===== config.mk =====
export PLATFORM = sky130hd
export DESIGN_NAME = clk_release_seq
export DESIGN_NICKNAME = d
export VERILOG_FILES = /design/src/rtl/clk_release_pkg.sv /design/src/rtl/holdoff_path.sv /design/src/rtl/release_ctrl.sv /design/src/rtl/clk_release_seq.sv
export SDC_FILE = /design/constraint.sdc
export NUM_CORES = 1
export LEC_CHECK = 0
export BUFFER_PORTS_ARGS = -buffer_cell sky130_fd_sc_hd__buf_2
export CAP_MARGIN = 20
export CELL_PAD_IN_SITES_DETAIL_PLACEMENT = 0
export CELL_PAD_IN_SITES_GLOBAL_PLACEMENT = 2
export CORE_MARGIN = 4
export CORE_UTILIZATION = 42
export DETAILED_ROUTE_END_ITERATION = 8
export GPL_ROUTABILITY_DRIVEN = 0
export GPL_TIMING_DRIVEN = 0
export PLACE_DENSITY_LB_ADDON = 0.25
export SKIP_LAST_GASP = 1
export SYNTH_ARGS = -nofsm -noshare
export SYNTH_HDL_FRONTEND = slang
export SYNTH_SLANG_ARGS = --single-unit
export TNS_END_PERCENT = 100

===== constraint.sdc =====
create_clock -name clk -period 4.8 [get_ports clk]
set_input_delay 0.96 -clock clk [delete_from_list [all_inputs] [get_ports clk]]
set_output_delay 0.96 -clock clk [all_outputs]
set_load 0.01 [all_outputs]

===== src/rtl/clk_release_pkg.sv =====
package clk_release_pkg;

  typedef enum logic [1:0] {
    ST_SHUT = 2'd0,
    ST_HOLD = 2'd1,
    ST_RUN  = 2'd2
  } seqState_t;

  typedef struct packed {
    logic cntClear;
    logic cntStep;
  } timerCmd_t;

endpackage


===== src/rtl/holdoff_path.sv =====
module holdoff_path
  import clk_release_pkg::*;
#(
  parameter int HOLD_CYCLES = 12_800_000,
  parameter int SYNC_STAGES = 2
) (
  input  logic      clk,
  input  logic      rstN,
  input  logic      stopNAsync,
  input  timerCmd_t cmd,
  output logic      stopSync,
  output logic      cntDone
);

  localparam int CNT_W = (HOLD_CYCLES > 1) ? $clog2(HOLD_CYCLES) : 1;
  localparam logic [CNT_W-1:0] CNT_LAST = CNT_W'(HOLD_CYCLES - 1);

  logic [SYNC_STAGES-1:0] syncChain;
  logic [CNT_W-1:0]       holdCnt;

  // Synchronizer; resets to the shutdown level so the outputs start out safe.
  always_ff @(posedge clk or negedge rstN) begin
    if (!rstN) syncChain <= '0;
    else       syncChain <= {syncChain[SYNC_STAGES-2:0], stopNAsync};
  end

  assign stopSync = syncChain[SYNC_STAGES-1];

  always_ff @(posedge clk or negedge rstN) begin
    if (!rstN)             holdCnt <= '0;
    else if (cmd.cntClear) holdCnt <= '0;
    else if (cmd.cntStep)  holdCnt <= holdCnt + 1'b1;
  end

  assign cntDone = (holdCnt == CNT_LAST);


  cnt_bound_chk: assert property (@(posedge clk) disable iff (!rstN)
    holdCnt <= CNT_LAST);


  cnt_clear_chk: assert property (@(posedge clk) disable iff (!rstN)
    cmd.cntClear |=> (holdCnt == '0));

endmodule


===== src/rtl/release_ctrl.sv =====
module release_ctrl
  import clk_release_pkg::*;
(
  input  logic      clk,
  input  logic      rstN,
  input  logic      stopSync,
  input  logic      cntDone,
  output timerCmd_t cmd,
  output logic      loopPowerDown,
  output logic      oscStartEn,
  output logic      outEnable
);

  seqState_t state, stateNext;
  logic      oscStarted;

  always_comb begin
    stateNext = state;
    case (state)
      ST_SHUT: if (stopSync) stateNext = ST_HOLD;
      ST_HOLD: begin
        if (!stopSync)    stateNext = ST_SHUT;
        else if (cntDone) stateNext = ST_RUN;
      end
      ST_RUN:  if (!stopSync) stateNext = ST_SHUT;
      default: stateNext = ST_SHUT;
    endcase
  end

  always_ff @(posedge clk or negedge rstN) begin
    if (!rstN) state <= ST_SHUT;
    else       state <= stateNext;
  end

  always_ff @(posedge clk or negedge rstN) begin
    if (!rstN)                                        oscStarted <= 1'b0;
    else if (state == ST_HOLD && stopSync && cntDone) oscStarted <= 1'b1;
  end

  always_comb begin
    cmd.cntClear = (state != ST_HOLD);
    cmd.cntStep  = (state == ST_HOLD) && !cntDone;
  end

  assign loopPowerDown = (state == ST_SHUT);
  assign outEnable     = (state == ST_RUN);
  assign oscStartEn    = oscStarted;


  osc_sticky_chk: assert property (@(posedge clk) disable iff (!rstN)
    oscStartEn |=> oscStartEn);


  osc_before_out_chk: assert property (@(posedge clk) disable iff (!rstN)
    outEnable |-> oscStartEn);


  out_vs_pd_chk: assert property (@(posedge clk) disable iff (!rstN)
    !(outEnable && loopPowerDown));


  out_rise_src_chk: assert property (@(posedge clk) disable iff (!rstN)
    $rose(outEnable) |-> $past(cntDone && stopSync));


  stop_forces_low_chk: assert property (@(posedge clk) disable iff (!rstN)
    !stopSync |=> !outEnable);

endmodule


===== src/rtl/clk_release_seq.sv =====
module clk_release_seq
  import clk_release_pkg::*;
#(
  parameter int HOLD_CYCLES = 12_800_000
) (
  input  logic clk,
  input  logic rstN,
  input  logic stopN,
  output logic loopPowerDown,
  output logic oscStartEn,
  output logic outEnable
);

  timerCmd_t timerCmd;
  logic      stopSync;
  logic      cntDone;

  holdoff_path #(
    .HOLD_CYCLES (HOLD_CYCLES),
    .SYNC_STAGES (2)
  ) u_path (
    .clk        (clk),
    .rstN       (rstN),
    .stopNAsync (stopN),
    .cmd        (timerCmd),
    .stopSync   (stopSync),
    .cntDone    (cntDone)
  );

  release_ctrl u_ctrl (
    .clk           (clk),
    .rstN          (rstN),
    .stopSync      (stopSync),
    .cntDone       (cntDone),
    .cmd           (timerCmd),
    .loopPowerDown (loopPowerDown),
    .oscStartEn    (oscStartEn),
    .outEnable     (outEnable)
  );


  reset_quiet_chk: assert property (@(posedge clk)
    !rstN |-> (!outEnable && !oscStartEn && loopPowerDown));

endmodule


==> impl_metrics.tcl, run 1 <==
set metrics [dict create \
    status "completed" \
    worstReg2RegStart "u_path.holdCnt[0]$_DFFE_PN0P_" \
    dr.pass1.iters 4 \
    fin_crit_sh_pct 41.32 \
    reg2reg_to "u_path.holdCnt[18]$_DFFE_PN0P_" \
    stdcell_count 216 \
    syn_inst 157 \
    ir_drop_mv 0.1232 \
    max_freq_mhz 504.3 \
    cpMaxStageDelayCell "dfrtp_1" \
    critical_path_required_ps 3840 \
    rrSetupSlack_ps 2890 \
    final_common_cell "dfrtp_1" \
    drt_wl_total_um 3500 \
    antenna_found_initial 0 \
    ys_seq_area_share_pct 47.04 \
    die_y_um 68.61 \
    cp.arrival_ps 1020 \
    leakage_nw 0.7014 \
    async_reset_ff_share_pct 100.0 \
    antenna_left 0 \
    vias_per_cell 6.069 \
    grt_max_degree 30 \
    ys_warn_count 0 \
    postCtsHoldBufs 0 \
    syn2layout_area_growth_pct 11.92 \
    cts_tree "done" \
    ys_ff_latch 29 \
    cts.reportedPaths.clkPinSlew_ps 60 \
    max-cap-violations 0 \
    fillerInstances 342 \
    ys.flop_type "dfrtp_1" \
    critPathMaxStageDelay_ps 410 \
    total_power_mw 0.4889 \
    finalSetupViolCount 0 \
    hold_path_end "u_path.syncChain[1]$_DFF_PN0_" \
    crit_family "flip-flops" \
    clock_tree.root_cell "clkbuf_8" \
    overflow 0 \
    antenna-diode-count 0 \
    path_cells "nor2b_1 > buf_2" \
    cts_resized 0 \
    whs_path_depth 0 \
    finClkSkew_ps 3.693 \
    clk_latency_ps 280 \
    drive_gt1_share_pct 14.71 \
    clkSinkCount 29 \
    initial_core_util_pct 44.82 \
    min_from "u_path.syncChain[0]$_DFF_PN0_" \
    cts_max_level 2 \
    rows 21 \
    die_x_um 68.61 \
    avgSynthCellArea_um2 9.826 \
    path_class "register to output port" \
    grt_use_total_pct 17.97 \
    synthesis.area_um2 1543 \
    maxSlewViolCount 0 \
    rsz0062_at_grt "no" \
    relSlewSlack_pct 55.86 \
    core_um2 3442 \
    dieArea_um2 4707 \
    detailed_place_hpwl_um 2390 \
    reg2regPathDepth 6 \
    final_cell_mix "dfrtp_1, a21oi_1, o21ai_0, buf_2, nand4_1" \
    tightest_slew_ps 662.1 \
    cp_max_fo 5 \
    worst-path-buf-inv 1 \
    hold_viol_final 0 \
    place_inst 208 \
    cp-end-kind "output port" \
    post_cts_buffers 0 \
    io_pins 6 \
    first_global_vias 1246 \
    power_density_nw_per_um2 283.2 \
    first_iter_violations 105 \
    synth_edf_count 0 \
    crit_path_start_kind "register" \
    vias 1311 \
    cts_max_path_buffers 2 \
    grt_pass1_wl_um 6265 \
    drc 0 \
    numPortBuffers 5 \
    holdCritPathClass "register to register" \
    period_needed_ps 1983 \
    final_nets 173 \
    synth_nets 161 \
    synth.distinct_cells 40 \
    tns_ps 0 \
    numCtsBuffers 5 \
    drt-wirelength-per-cell_um 16.20 \
]
==> per-stage QoR <==
step	worst slack, ps	utilization [%]	cell area [um^2]	hold slack, ps
after floorplan	3139	-	1543	331.2
after global routing	2705	50.16	1727	366.4
final	2817	50.16	1727	352.1
after CTS	2810	50.16	1727	355.8
after detailed placement	2921	47.22	1625	342.0
after global placement	2964	47.22	1625	336.8
==> layout make-up <==
| type | count | area, um^2 | area share (%) |
|---|---|---|---|
| Inverter | 1 | 3.754 | 0.2174 |
| Clock buffer | 7 | 96.34 | 5.580 |
| Timing Repair Buffer | 5 | 25.02 | 1.449 |
| Multi-Input combinational cell | 116 | 754.5 | 43.70 |
| Sequential cell | 29 | 725.7 | 42.03 |
| Clock inverter | 1 | 5.005 | 0.2899 |
| Tap cell | 46 | 57.56 | 3.333 |
| Buffer | 11 | 58.81 | 3.406 |
==> synthesized netlist by cell type (2+ instances only) <==
| library cell | n | area [um^2] |
|---|---|---|
| dfrtp_1 | 29 | 725.7 |
| a21oi_1 | 18 | 90.09 |
| o21ai_0 | 10 | 50.05 |
| nand4_1 | 8 | 50.05 |
| nand2_1 | 7 | 26.28 |
| nand3_1 | 7 | 35.03 |
| o31ai_1 | 7 | 52.55 |
| or3_1 | 7 | 43.79 |
| or4_1 | 7 | 52.55 |
| and4_1 | 5 | 43.79 |
| a31oi_1 | 4 | 25.02 |
| and3_1 | 4 | 25.02 |
| buf_2 | 4 | 20.02 |
| clkbuf_1 | 4 | 15.01 |
| o211ai_1 | 4 | 30.03 |
| a211oi_1 | 3 | 22.52 |
| nor3_1 | 3 | 15.01 |
| nor2b_1 | 2 | 12.51 |
| nor4b_1 | 2 | 17.52 |
| o21a_1 | 2 | 15.01 |
==> layer usage <==
layer  vias to the layer above  share of wire [%]  global-route usage, %
li1                        645                  -                      -
met1                       639                 51                  26.45
met2                        25                 45                  25.74
met3                         2                3.5                  4.376
met4                         0               0.31                  5.459
met5                         -                  0                      0
==> kinds of logic (layout without fill, tap and decap cells) <==
| group | after synthesis | count (layout) | synth area share [%] |
|---|---|---|---|
| simple gates | 64 | 64 | 27.98 |
| compound gates | 51 | 51 | 20.11 |
| flops | 29 | 29 | 47.04 |
| buf+inv | 12 | 25 | 4.055 |
| fa+ha+maj | 1 | 1 | 0.8109 |
==> where the power goes <==
group / leakage, nW / internal [mW] / total, mW / switching (mW)
logic: 0.251 / 0.00387 / 0.0153 / 0.0114
clock network: 0.0542 / 0.129 / 0.223 / 0.0934
registers: 0.396 / 0.248 / 0.251 / 0.00309
==> worst max path at each step <==
stage	startpoint	endpoint	slack, ps	cells after the start
after floorplan	u_path.holdCnt[0]$_DFFE_PN0P_	u_path.holdCnt[18]$_DFFE_PN0P_	3140	6
after global placement	u_path.holdCnt[0]$_DFFE_PN0P_	u_path.holdCnt[16]$_DFFE_PN0P_	2960	6
after detailed placement	u_path.holdCnt[0]$_DFFE_PN0P_	u_path.holdCnt[18]$_DFFE_PN0P_	2920	6
after CTS	u_ctrl.state[0]$_DFFE_PN0P_	outEnable	2810	2
after global routing	u_path.holdCnt[0]$_DFFE_PN0P_	u_path.holdCnt[5]$_DFFE_PN0P_	2700	7
final	u_ctrl.state[0]$_DFFE_PN0P_	outEnable	2820	2
==> flip-flops by register name, indices dropped and copies added, names as in the netlist <==
signal             flops
u_path.holdCnt        24
u_ctrl.state           2
u_ctrl.oscStartEn      1
u_path.syncChain       2
Power figures use the tool's default switching activity.
==> run 2: changes to the inputs <==
--- a/config.mk
+++ b/config.mk
@@ -10,7 +10,7 @@
 export CELL_PAD_IN_SITES_DETAIL_PLACEMENT = 0
 export CELL_PAD_IN_SITES_GLOBAL_PLACEMENT = 2
 export CORE_MARGIN = 4
-export CORE_UTILIZATION = 42
+export CORE_UTILIZATION = 39
 export DETAILED_ROUTE_END_ITERATION = 8
 export GPL_ROUTABILITY_DRIVEN = 0
 export GPL_TIMING_DRIVEN = 0
==> constraint.sdc (replaced) <==
create_clock -name clk -period 1.9 [get_ports clk]
set_input_delay 0.38 -clock clk [delete_from_list [all_inputs] [get_ports clk]]
set_output_delay 0.38 -clock clk [all_outputs]
set_load 0.01 [all_outputs]
==> impl_metrics.tcl, run 2 (synthesis results as in run 1) <==
set metrics [dict create \
    status "completed" \
    holdCritPathClass "input pin to async pin" \
    cts_max_path_buffers 2 \
    rrSetupSlack_ps 100 \
    fin_util_pct 46.36 \
    grt_use_total_pct 15.78 \
    stdcell_count 218 \
    tightest_slew_ps 669.6 \
    pre_cts_ws_ps 17.62 \
    finish.instance_area_um2 1735 \
    leakage_nw 0.6982 \
    dr.pass1.iters 4 \
    final_common_cell "dfrtp_1" \
    grt_max_degree 30 \
    drt-wirelength-per-cell_um 16.62 \
    rows 22 \
    crit_path_start_kind "register" \
    total_power_mw 1.168 \
    die_x_um 70.90 \
    grt_pass1_wl_um 6272 \
    setup_ws_ps 101.5 \
    drt_wl_total_um 3623 \
    final_nets 173 \
    drive_gt1_share_pct 18.24 \
    initial_core_util_pct 41.21 \
    core_um2 3744 \
    detailed_place_hpwl_um 2512 \
    io_pins 6 \
    antenna_left 0 \
    antenna-diode-count 0 \
    overflow 0 \
    cts_max_level 2 \
    cp_max_fo 9 \
    place_inst 210 \
    clock_tree.root_cell "clkbuf_8" \
    max-cap-violations 0 \
    cts.reportedPaths.clkPinSlew_ps 70 \
    relSlewSlack_pct 55.36 \
    drc 0 \
    period_needed_ps 1798 \
    ir_drop_mv 0.3460 \
    rsz0062_at_grt "yes" \
    cp-end-kind "register" \
    cts_tree "done" \
    dieArea_um2 5026 \
    finalSetupViolCount 0 \
    tns_ps 0 \
    numPortBuffers 5 \
    die_y_um 70.90 \
    postCtsHoldBufs 0 \
    finClkSkew_ps 9.567 \
    path_class "register to register" \
    reg.largest.list "u_path.holdCnt (24), u_ctrl.state (2), u_path.syncChain (2)" \
    numCtsBuffers 5 \
    cp.arrival_ps 2000 \
    reg2reg_to "u_path.holdCnt[18]$_DFFE_PN0P_" \
    fin_crit_sh_pct 94.66 \
    critical_path_required_ps 2100 \
    first_global_vias 1233 \
    final_cell_mix "dfrtp_1, a21oi_1, o21ai_0, buf_2, nand4_1" \
    max_freq_mhz 556.0 \
    maxSlewViolCount 0 \
    syn2layout_area_growth_pct 12.49 \
    hold_viol_final 0 \
    reg2regPathDepth 6 \
    power_density_nw_per_um2 673.0 \
    worstReg2RegStart "u_path.holdCnt[1]$_DFFE_PN0P_" \
    first_iter_violations 64 \
    vias_per_cell 6.064 \
    clk_latency_ps 290 \
    whs_ps 124.1 \
    top_register "u_path.holdCnt" \
    vias 1322 \
    clkSinkCount 29 \
    antenna_found_initial 0 \
    largest_reg_flops 24 \
    placed_area_um2 1628 \
]
==> run 2: how the worst max path moves through the flow <==
stage | start | endpoint | slack [ps] | depth (start not counted)
floorplan | u_path.holdCnt[0]$_DFFE_PN0P_ | u_path.holdCnt[18]$_DFFE_PN0P_ | 240 | 6
global placement | u_path.holdCnt[0]$_DFFE_PN0P_ | u_path.holdCnt[16]$_DFFE_PN0P_ | 50 | 6
detailed placement | u_path.holdCnt[0]$_DFFE_PN0P_ | u_path.holdCnt[18]$_DFFE_PN0P_ | 20 | 6
CTS | u_path.holdCnt[0]$_DFFE_PN0P_ | u_path.holdCnt[8]$_DFFE_PN0P_ | 20 | 6
global route | u_path.holdCnt[1]$_DFFE_PN0P_ | u_path.holdCnt[20]$_DFFE_PN0P_ | -8 | 6
finish | u_path.holdCnt[1]$_DFFE_PN0P_ | u_path.holdCnt[18]$_DFFE_PN0P_ | 100 | 6
==> run 2: repair_timing <==
action / in CTS / in global routing
endpoints found under the setup margin: 1 / 17
buffers inserted: 0 / 1
gates resized for setup: 1 / 8
==> run 2: routing by layer <==
metal,up-vias,track usage [%],wire [um]
li1,646,-,-
met1,649,21.63,1763
met2,19,22.86,1659
met3,8,5.540,136
met5,-,0,0
met4,0,6.054,64
==> run 2: layout make-up <==
class                           count  area, um^2
Fill cell                         396        2008
Multi-Input combinational cell    116       772.0
Sequential cell                    29       725.7
Clock buffer                        6       72.57
Tap cell                           48       60.06
Buffer                             10       58.81
Timing Repair Buffer                6       32.53
Clock inverter                      2       10.01
Inverter                            1       3.754
==> run 2: critical path: stages (launching register included) <==
cell and delay, ps:
dfrtp_1 400, ha_2 200, and3_1 150, buf_4 170, nand3_2 130, or4_1 490, a21oi_1 160
==> run 2: power breakdown <==
part | switching [mW] | total [mW] | internal, mW
Clock | 0.239 | 0.492 | 0.253
Sequential | 0.00783 | 0.634 | 0.626
Combinational | 0.0302 | 0.0421 | 0.0118
Total | 0.277 | 1.17 | 0.891
